File: src/rtl/dbg_ctl_pkg.sv
package dbg_ctl_pkg;

  // coprocessor-0 operation codes understood by this block
  localparam logic [4:0] CP_READ  = 5'h00;
  localparam logic [4:0] CP_WRITE = 5'h04;
  localparam logic [4:0] CP_CTRL  = 5'h10;
  localparam logic [5:0] FN_DRET  = 6'h1F;

  // strobes handed from the sequencer to the register datapath
  typedef struct packed {
    logic enter;      // take debug entry this cycle
    logic enterInDs;  // entry is from a delay slot
    logic dret;       // debug return accepted
    logic fireRet;    // delay slot done, jump back
    logic wrStat;     // write status word
    logic wrSave;     // write saved address
  } dbgStrobe_t;

endpackage

File: src/rtl/dbg_ctl_seq.sv
module dbg_ctl_seq
  import dbg_ctl_pkg::*;
#(
  parameter int REG_STAT = 16,
  parameter int REG_SAVE = 17
) (
  input  logic       clk,
  input  logic       rstN,
  input  logic       brkReq,
  input  logic       instValid,
  input  logic       inDelaySlot,
  input  logic       cpValid,
  input  logic [4:0] cpCode,
  input  logic [5:0] cpFunct,
  input  logic [4:0] cpReg,
  input  logic       dmNow,
  output dbgStrobe_t strb,
  output logic       redirValid,
  output logic       cancelDs
);

  logic brkTaken;
  logic isDret;
  logic isWrite;
  logic retPending;
  logic retPendingNext;

  always_comb begin
    brkTaken = brkReq & ~dmNow;
    isDret   = cpValid && (cpCode == CP_CTRL) && (cpFunct == FN_DRET);
    isWrite  = cpValid && (cpCode == CP_WRITE);

    strb.enter     = brkTaken;
    strb.enterInDs = brkTaken & inDelaySlot;
    strb.dret      = isDret & ~brkTaken;
    strb.fireRet   = retPending & instValid & ~brkTaken;
    strb.wrStat    = isWrite && (cpReg == 5'(REG_STAT)) && !brkTaken;
    strb.wrSave    = isWrite && (cpReg == 5'(REG_SAVE)) && !brkTaken;

    if (brkTaken)          retPendingNext = 1'b0;
    else if (strb.dret)    retPendingNext = 1'b1;
    else if (strb.fireRet) retPendingNext = 1'b0;
    else                   retPendingNext = retPending;
  end

  always_ff @(posedge clk) begin
    if (!rstN) begin
      retPending <= 1'b0;
      redirValid <= 1'b0;
      cancelDs   <= 1'b0;
    end else begin
      retPending <= retPendingNext;
      redirValid <= brkTaken | strb.fireRet;
      cancelDs   <= brkTaken & inDelaySlot;
    end
  end

endmodule

File: src/rtl/dbg_ctl_dp.sv
module dbg_ctl_dp
  import dbg_ctl_pkg::*;
#(
  parameter int          XLEN       = 32,
  parameter int          INSN_BYTES = 4,
  parameter logic [31:0] VEC        = 32'hBFC0_0200,
  parameter int          REG_STAT   = 16,
  parameter int          REG_SAVE   = 17
) (
  input  logic            clk,
  input  logic            rstN,
  input  dbgStrobe_t      strb,
  input  logic [XLEN-1:0] instPc,
  input  logic [XLEN-1:0] cpWData,
  input  logic            cpValid,
  input  logic [4:0]      cpCode,
  input  logic [4:0]      cpReg,
  input  logic            brkReq,
  input  logic            excReq,
  input  logic            llSet,
  output logic            dmNow,
  output logic [XLEN-1:0] redirPc,
  output logic [XLEN-1:0] cpRData,
  output logic            llValid
);

  localparam int DS_BIT = XLEN - 1;
  localparam int DM_BIT = XLEN - 2;
  localparam int BP_BIT = 1;

  logic            dsFlag;
  logic            dmFlag;
  logic            bpFlag;
  logic [XLEN-1:0] savePc;
  logic [XLEN-1:0] retTarget;
  logic [XLEN-1:0] statWord;

  always_comb begin
    statWord         = '0;
    statWord[DS_BIT] = dsFlag;
    statWord[DM_BIT] = dmFlag;
    statWord[BP_BIT] = bpFlag;
  end

  always_comb begin
    cpRData = '0;
    if (cpValid && cpCode == CP_READ) begin
      if (cpReg == 5'(REG_STAT))      cpRData = statWord;
      else if (cpReg == 5'(REG_SAVE)) cpRData = savePc;
    end
  end

  always_ff @(posedge clk) begin
    if (!rstN) begin
      dsFlag    <= 1'b0;
      dmFlag    <= 1'b0;
      bpFlag    <= 1'b0;
      savePc    <= '0;
      retTarget <= '0;
      redirPc   <= '0;
    end else if (strb.enter) begin
      dsFlag  <= strb.enterInDs;
      dmFlag  <= 1'b1;
      bpFlag  <= 1'b1;
      savePc  <= strb.enterInDs ? instPc - XLEN'(INSN_BYTES) : instPc;
      redirPc <= XLEN'(VEC);
    end else begin
      if (strb.wrStat) begin
        dsFlag <= cpWData[DS_BIT];
        dmFlag <= cpWData[DM_BIT];
        bpFlag <= cpWData[BP_BIT];
      end
      if (strb.wrSave) savePc <= cpWData;
      if (strb.dret) begin
        dmFlag    <= 1'b0;
        retTarget <= savePc;
      end
      if (strb.fireRet) redirPc <= retTarget;
    end
  end

  always_ff @(posedge clk) begin
    if (!rstN)                  llValid <= 1'b0;
    else if (brkReq || excReq)  llValid <= 1'b0;
    else if (llSet)             llValid <= 1'b1;
  end

  assign dmNow = dmFlag;

endmodule

File: src/rtl/dbg_entry_ctl.sv
module dbg_entry_ctl
  import dbg_ctl_pkg::*;
#(
  parameter int          XLEN       = 32,
  parameter int          INSN_BYTES = 4,
  parameter logic [31:0] VEC        = 32'hBFC0_0200,
  parameter int          REG_STAT   = 16,
  parameter int          REG_SAVE   = 17
) (
  input  logic            clk,
  input  logic            rstN,
  input  logic            brkReq,
  input  logic            excReq,
  input  logic            instValid,
  input  logic [XLEN-1:0] instPc,
  input  logic            inDelaySlot,
  input  logic            cpValid,
  input  logic [4:0]      cpCode,
  input  logic [5:0]      cpFunct,
  input  logic [4:0]      cpReg,
  input  logic [XLEN-1:0] cpWData,
  input  logic            llSet,
  output logic            redirValid,
  output logic [XLEN-1:0] redirPc,
  output logic            cancelDs,
  output logic [XLEN-1:0] cpRData,
  output logic            debugMode,
  output logic            llValid
);

  dbgStrobe_t strb;
  logic       dmNow;

  dbg_ctl_seq #(.REG_STAT(REG_STAT), .REG_SAVE(REG_SAVE)) u_seq (
    .clk(clk), .rstN(rstN), .brkReq(brkReq), .instValid(instValid),
    .inDelaySlot(inDelaySlot), .cpValid(cpValid), .cpCode(cpCode),
    .cpFunct(cpFunct), .cpReg(cpReg), .dmNow(dmNow), .strb(strb),
    .redirValid(redirValid), .cancelDs(cancelDs)
  );

  dbg_ctl_dp #(
    .XLEN(XLEN), .INSN_BYTES(INSN_BYTES), .VEC(VEC),
    .REG_STAT(REG_STAT), .REG_SAVE(REG_SAVE)
  ) u_dp (
    .clk(clk), .rstN(rstN), .strb(strb), .instPc(instPc), .cpWData(cpWData),
    .cpValid(cpValid), .cpCode(cpCode), .cpReg(cpReg), .brkReq(brkReq),
    .excReq(excReq), .llSet(llSet), .dmNow(dmNow), .redirPc(redirPc),
    .cpRData(cpRData), .llValid(llValid)
  );

  assign debugMode = dmNow;

endmodule

File: config.mk
export PLATFORM = sky130hd
export DESIGN_NAME = dbg_entry_ctl
export DESIGN_NICKNAME = d
export VERILOG_FILES = /design/src/rtl/dbg_ctl_pkg.sv /design/src/rtl/dbg_ctl_seq.sv /design/src/rtl/dbg_ctl_dp.sv /design/src/rtl/dbg_entry_ctl.sv
export SDC_FILE = /design/constraint.sdc
export NUM_CORES = 1
export LEC_CHECK = 0
export ABC_CLOCK_PERIOD_IN_PS = 6160
export BUFFER_PORTS_ARGS = -buffer_cell sky130_fd_sc_hd__buf_4
export CAP_MARGIN = 40
export CELL_PAD_IN_SITES_DETAIL_PLACEMENT = 0
export CELL_PAD_IN_SITES_GLOBAL_PLACEMENT = 1
export CORE_MARGIN = 3
export CORE_UTILIZATION = 41
export CTS_CLUSTER_SIZE = 30
export DETAILED_ROUTE_END_ITERATION = 16
export PLACE_DENSITY = 0.83
export SYNTH_ARGS = -nofsm -noshare
export SYNTH_HDL_FRONTEND = slang
export SYNTH_SLANG_ARGS = --single-unit
File: constraint.sdc
create_clock -name clk -period 6.16 [get_ports clk]
set_input_delay 0.616 -clock clk [delete_from_list [all_inputs] [get_ports clk]]
set_output_delay 0.616 -clock clk [all_outputs]
set_load 0.005 [all_outputs]
# Yosys cells after proc, flatten, opt, wreduce, memory -nomap -nowiden
# Cells that the tools add are included.
dict set report word_totals {
  output_inout_bits 68
  input_bits 88
  elab_cells 62
  regBits 103
}
dict set report classes {
  mux 17
  n_eq_ne 5
  bitwise_logic 9
  add_sub_neg 1
  n_reduce_logical 19
}
# op count
set ops {}
lappend ops {{two-way mux 32 bit} 8}
lappend ops {{subtractor 32 x 3 -> 32 bit, second input constant} 1}
lappend ops {{equality test 5 bit, second input constant} 3}
lappend ops {{two-way mux 1 bit} 9}
lappend ops {{logical AND 1 bit} 8}
lappend ops {{nonzero test 2 bit} 4}
lappend ops {{equality test 6 x 5 -> 1 bit, second input constant} 1}
lappend ops {{AND 1 bit} 5}
lappend ops {{equality test 5 x 3 -> 1 bit, second input constant} 1}
lappend ops {{logical NOT 5 bit} 1}
lappend ops {{OR reduction 2 bit} 2}
lappend ops {{NOT 1 bit} 3}
lappend ops {{nonzero test 3 bit} 1}
lappend ops {{AND reduction 2 bit} 1}
lappend ops {{logical NOT 1 bit} 1}
lappend ops {{logical OR 1 bit} 1}
lappend ops {{bitwise OR 1 bit} 1}

# Longest topological paths before layout
dict set report logic_depth {
  word_depth 7
  mapped_depth 9
  depth_no_buf 7
}

# By module
# Synthesis repeated with hierarchy kept, for this count alone.
dict set report unflattened {
  cells_unflattened 582
  hier_area_um2 4976.0
}
# module seq_area_each_um2 area_each_um2 cells_per_inst n_inst
set modules_own_cells {}
lappend modules_own_cells {dbg_ctl_dp 2001.9 4768.3 558 1}
lappend modules_own_cells {dbg_ctl_seq 60.1 207.7 24 1}

# Worst setup path after synthesis
# No wires, ideal clock.
dict set report synth_timing {
  path_kind {input to output}
  from {in cpReg[2]}
  to {out cpRData[20]}
  stages 6
  t_required_ps 5544
  setup_slack_ps 3217
  arrival_time_ps 2327
  n_path_buf 2
  cell_sequence {or4b_1 -> or4_1 -> nor2_1 -> buf_2 -> buf_2 -> and2_1}
}
dict set report synth_between {
  elab_chain_len 4
  word_cells_on_any_way 5
  cone_classes {eq/ne: 2; mux: 3}
}
# item line
set synth_rtl {}
lappend synth_rtl {{start: declaration} dbg_entry_ctl.sv:20} ;# input logic [4:0] cpReg,
lappend synth_rtl {{equality test 5 bit} dbg_ctl_dp.sv:49} ;# else if (cpReg == 5'(REG_SAVE)) cpRData = savePc;
lappend synth_rtl {{two-way mux 32 bit} dbg_ctl_dp.sv:49}
lappend synth_rtl {{two-way mux 32 bit *} dbg_ctl_dp.sv:48} ;# if (cpReg == 5'(REG_STAT)) cpRData = statWord;
lappend synth_rtl {{two-way mux 32 bit *} dbg_ctl_dp.sv:47} ;# if (cpValid && cpCode == CP_READ) begin
lappend synth_rtl {{end: declaration} dbg_entry_ctl.sv:26} ;# output logic [XLEN-1:0] cpRData,
# Every way passes the cells marked *; elsewhere a longest branch is shown, timed or not.

# Worst setup path in the final report
dict set report layout_timing {
  from {in cpReg[2]}
  to {out cpRData[4]}
}
# The elaborated chain is that of the path after synthesis.

==> run summary <==
The synthesized netlist net count came out at 648. The number of fillers in the final layout is 1086. The number of buffers inserted for hold repair after clock tree synthesis came out at 0. The number of antenna diodes in the final layout is 0. The number of DRC markers in iteration 0 is 203. The final count of pins violating max slew is 0. The required time of the worst setup path is 5540 ps. The multiplexer fraction of the synthesized cell area came out at 0.147. The total setup buffers inserted after CTS came out at 0. The number of synthesized flops with an enable pin came out at 0. The yosys synthesis warning count is 0.

The number of antenna violations at the first check in global routing was 0. The detailed router placed 4369 vias in this run. The max-cap check violation count is 0. Once layout is complete, the utilization of the core stands at 0.567. TritonCTS built the clock tree. The overall die area came out at 0.0135 mm². Summing all placed instances gives a cell area of 0.00624 mm². The mapped netlist covers 0.00497 mm².

Setup violations remaining at the end of the flow were counted as 0. STA classifies the critical path startpoint as a primary input. The placed wire-length estimate came out at 10.1 mm. The share of the clock period used by the worst path after layout came out at 0.569.

Of the total synthesized cell area, the portion taken by XOR and XNOR cells is 0.0458. The total power came out at 1.50 mW. The clock network power share is 0.411.

Measured against its own limit, the worst slew margin works out to 0.423. In the global route stage, overall resource usage came out at 0.206. The number of buffer cells added on primary ports is 155. By area, the combinational part of the netlist is dominated by simple AND/OR/NAND/NOR gates. The share of total power dissipated in combinational logic is 0.112. The synthesized design contains 103 register bits.

The ratio of routed vias to standard cells is 5.21. The average wire length per cell after detail routing is 16.4 µm. The multi-input combinational cells in the finished layout cover a total of 0.00270 mm². The number of instances in the synthesized netlist came out at 559. In the synthesized netlist the dominant register cell turns out to be dfxtp_1. The number of distinct library cell variants in the gate-level netlist after synthesis came out at 43. The die span in x is 116 µm. The DRC violation count after routing is 0. The leakage power summed over all cells came out at 2.64 nW. The mean instance size in the synthesized netlist is 8.89 µm². The clock sink count came out at 103. The total overflow left after global routing is 0. The largest total area in the synthesized netlist belongs to dfxtp_1. The fmax is 285 MHz. After routing, the total negative slack on setup checks comes to 0 ps.

In this run, post-CTS repair resized a total of 0 instances. The critical path in this run is classified as in -> out. The growth of design area from synthesis to finish is 32.4%. The maximum VDD drop came out at 155 µV. The register area is 0.00206 mm².

At the end of the flow, the number of nets in the layout was 780. The antenna violation net count after detailed routing came out at 0. The sequential fraction of the synthesis area is 0.415. The tightest min-delay check is of the in -> reg type. The summed area of non-filler cells in the final layout is 0.00658 mm².

The wire length of the first global-routing pass is 21.8 mm. The clock slew at the register clock pins of the worst setup and hold paths came out at 70 ps. The worst path arrival time came out at 2890 ps. The clock tree synthesis step divided the H-tree into 3 levels. The kind of end point of the critical path is a primary output. The total count of hold-check failures in the final report is 0. Of the total synthesized cell area, the portion taken by full adders, half adders and majority gates is 0.00252. The final critical-path required period came out at 3500 ps.

The switching power total is 0.352 mW. The cell area power density is 228 mW/mm². The height of the chip is 116 µm. The library cells used most frequently in the layout, excluding fill and tap cells, are 160 x buf_4, 103 x dfxtp_1, 75 x nand2_1.

The core box area came out at 0.0116 mm². The complex-gate fraction of the synthesized area came out at 0.106. The clock buffer count from CTS is 9. Between clock sinks in the finished design, the worst skew comes to 8.74 ps. The buffer type at the clock tree root is clkbuf_16. The share of power burned in registers is 0.477. At the end of routability-driven placement, the weighted congestion stood at 0.876. The later pin in the worst-skew pair is clocked with a latency of 350 ps. The floorplan row count is 39. Sorting the synthesized cells by area gives the leading types as dfxtp_1 41%, mux2i_1 9.7%, nand2_1 5.7%. The library cell used most frequently in the layout, excluding fill and tap cells, is buf_4. The fraction of final layout cells sized beyond drive strength 1 came out at 0.289. The fraction of synthesized cell area taken by the top area cell type came out at 0.415. The iteration count of the initial detailed-routing pass is 6. The number of top-level pins came out at 156.

The starting density of the core is 0.428. In the final layout, the registers with the most flip-flops are u_dp.redirPc x32, u_dp.retTarget x32, u_dp.savePc x32. The via count of the first global-routing pass came out at 4266.

The slew of the pin with the lowest slew margin came out at 865 ps. The fraction of registers with async set/reset came out at 0. The run finished with clean final reports. The simple-gate share of the synthesized area came out at 0.240. The final routed wirelength across all metal layers is 13.7 mm.

In this run the deepest clock path goes through 2 buffers. Entering global routing, the biggest net connects 50 pins. The worst hold slack after final layout is 427 ps. In this run the worst path has a maximum fanout of 18. Setup repair after global routing left no endpoint under its margin. The cell-internal power is 1.15 mW. The switching part of the total power came out at 0.235.
worst max-delay path, stage by stage:
cell    delay [ps]
buf_4          100
or4b_1         610
or4_1          600
nor2_2         460
buf_8          220
and2_1         150
buf_4          110
worst paths after layout:
path                                   startpoint                             to  slack, ps  cells past startpoint
setup / recovery                         cpReg[2]                     cpRData[4]       2660                      7
hold / removal                             excReq      u_dp.llValid$_SDFFE_PP0P_        430                      2
setup reg to reg          u_dp.dmNow$_SDFFE_PN0P_   u_dp.savePc[12]$_SDFFE_PN0P_       3470                      6
hold reg to reg   u_dp.retTarget[16]$_SDFFE_PN0P_  u_dp.redirPc[16]$_SDFFE_PP0P_        450                      2
logic make-up after synthesis:
group | after synthesis
xor+xnor | 26
buf+inv | 49
mux | 70
compound gates | 93
simple gates | 217
fa+ha+maj | 1
flops | 103
power by group through the flow:
stage / Combinational, mW / Sequential [mW] / Clock (mW)
after global routing: 0.186 / 0.719 / 0.662
after global placement: 0.163 / 0.731 / 0
after detailed placement: 0.169 / 0.731 / 0
after floorplan: 0.0810 / 0.723 / 0
after CTS: 0.170 / 0.716 / 0.632
final: 0.168 / 0.716 / 0.617
per-layer routing:
| layer | track usage | part of all wire |
|---|---|---|
| met1 | 0.277 | 0.47 |
| met2 | 0.333 | 0.47 |
| met3 | 0.0399 | 0.050 |
| met4 | 0.0719 | 0.015 |
| met5 | 0 | 0 |
layout make-up:
class,instances,share of cell area
clock buffer,11,0.0369
clock inverter,5,0.0124
inverter,5,0.00285
sequential,103,0.313
multi-input combinational,407,0.411
tap,143,0.0272
timing repair buffer,165,0.197
cell usage after synthesis (2+ instances only):
cell type,instances
a211oi_1,10
buf_2,12
or3_1,10
mux2i_1,48
mux2_1,22
o21ai_1,18
xor2_1,5
o31ai_1,2
o211a_1,2
dfxtp_1,103
nor4_4,7
a21oi_1,47
nor4_1,7
nand2_1,75
and2_1,30
o21ai_0,2
clkbuf_1,25
nor3_2,2
inv_1,5
nor2_1,56
a31oi_1,10
or4_1,8
buf_1,4
nor3_1,4
nand3_1,2
nor4_2,3
xnor2_1,21
or4b_1,2
or2_2,3
per-stage QoR:
stage / setup slack [ps] / std cells
global placement: 2450 / 818
global route: 2500 / 839
finish: 2660 / 839
CTS: 2620 / 838
floorplan: 3220 / 559
detailed placement: 2620 / 822
Power figures use the tool's default switching activity.
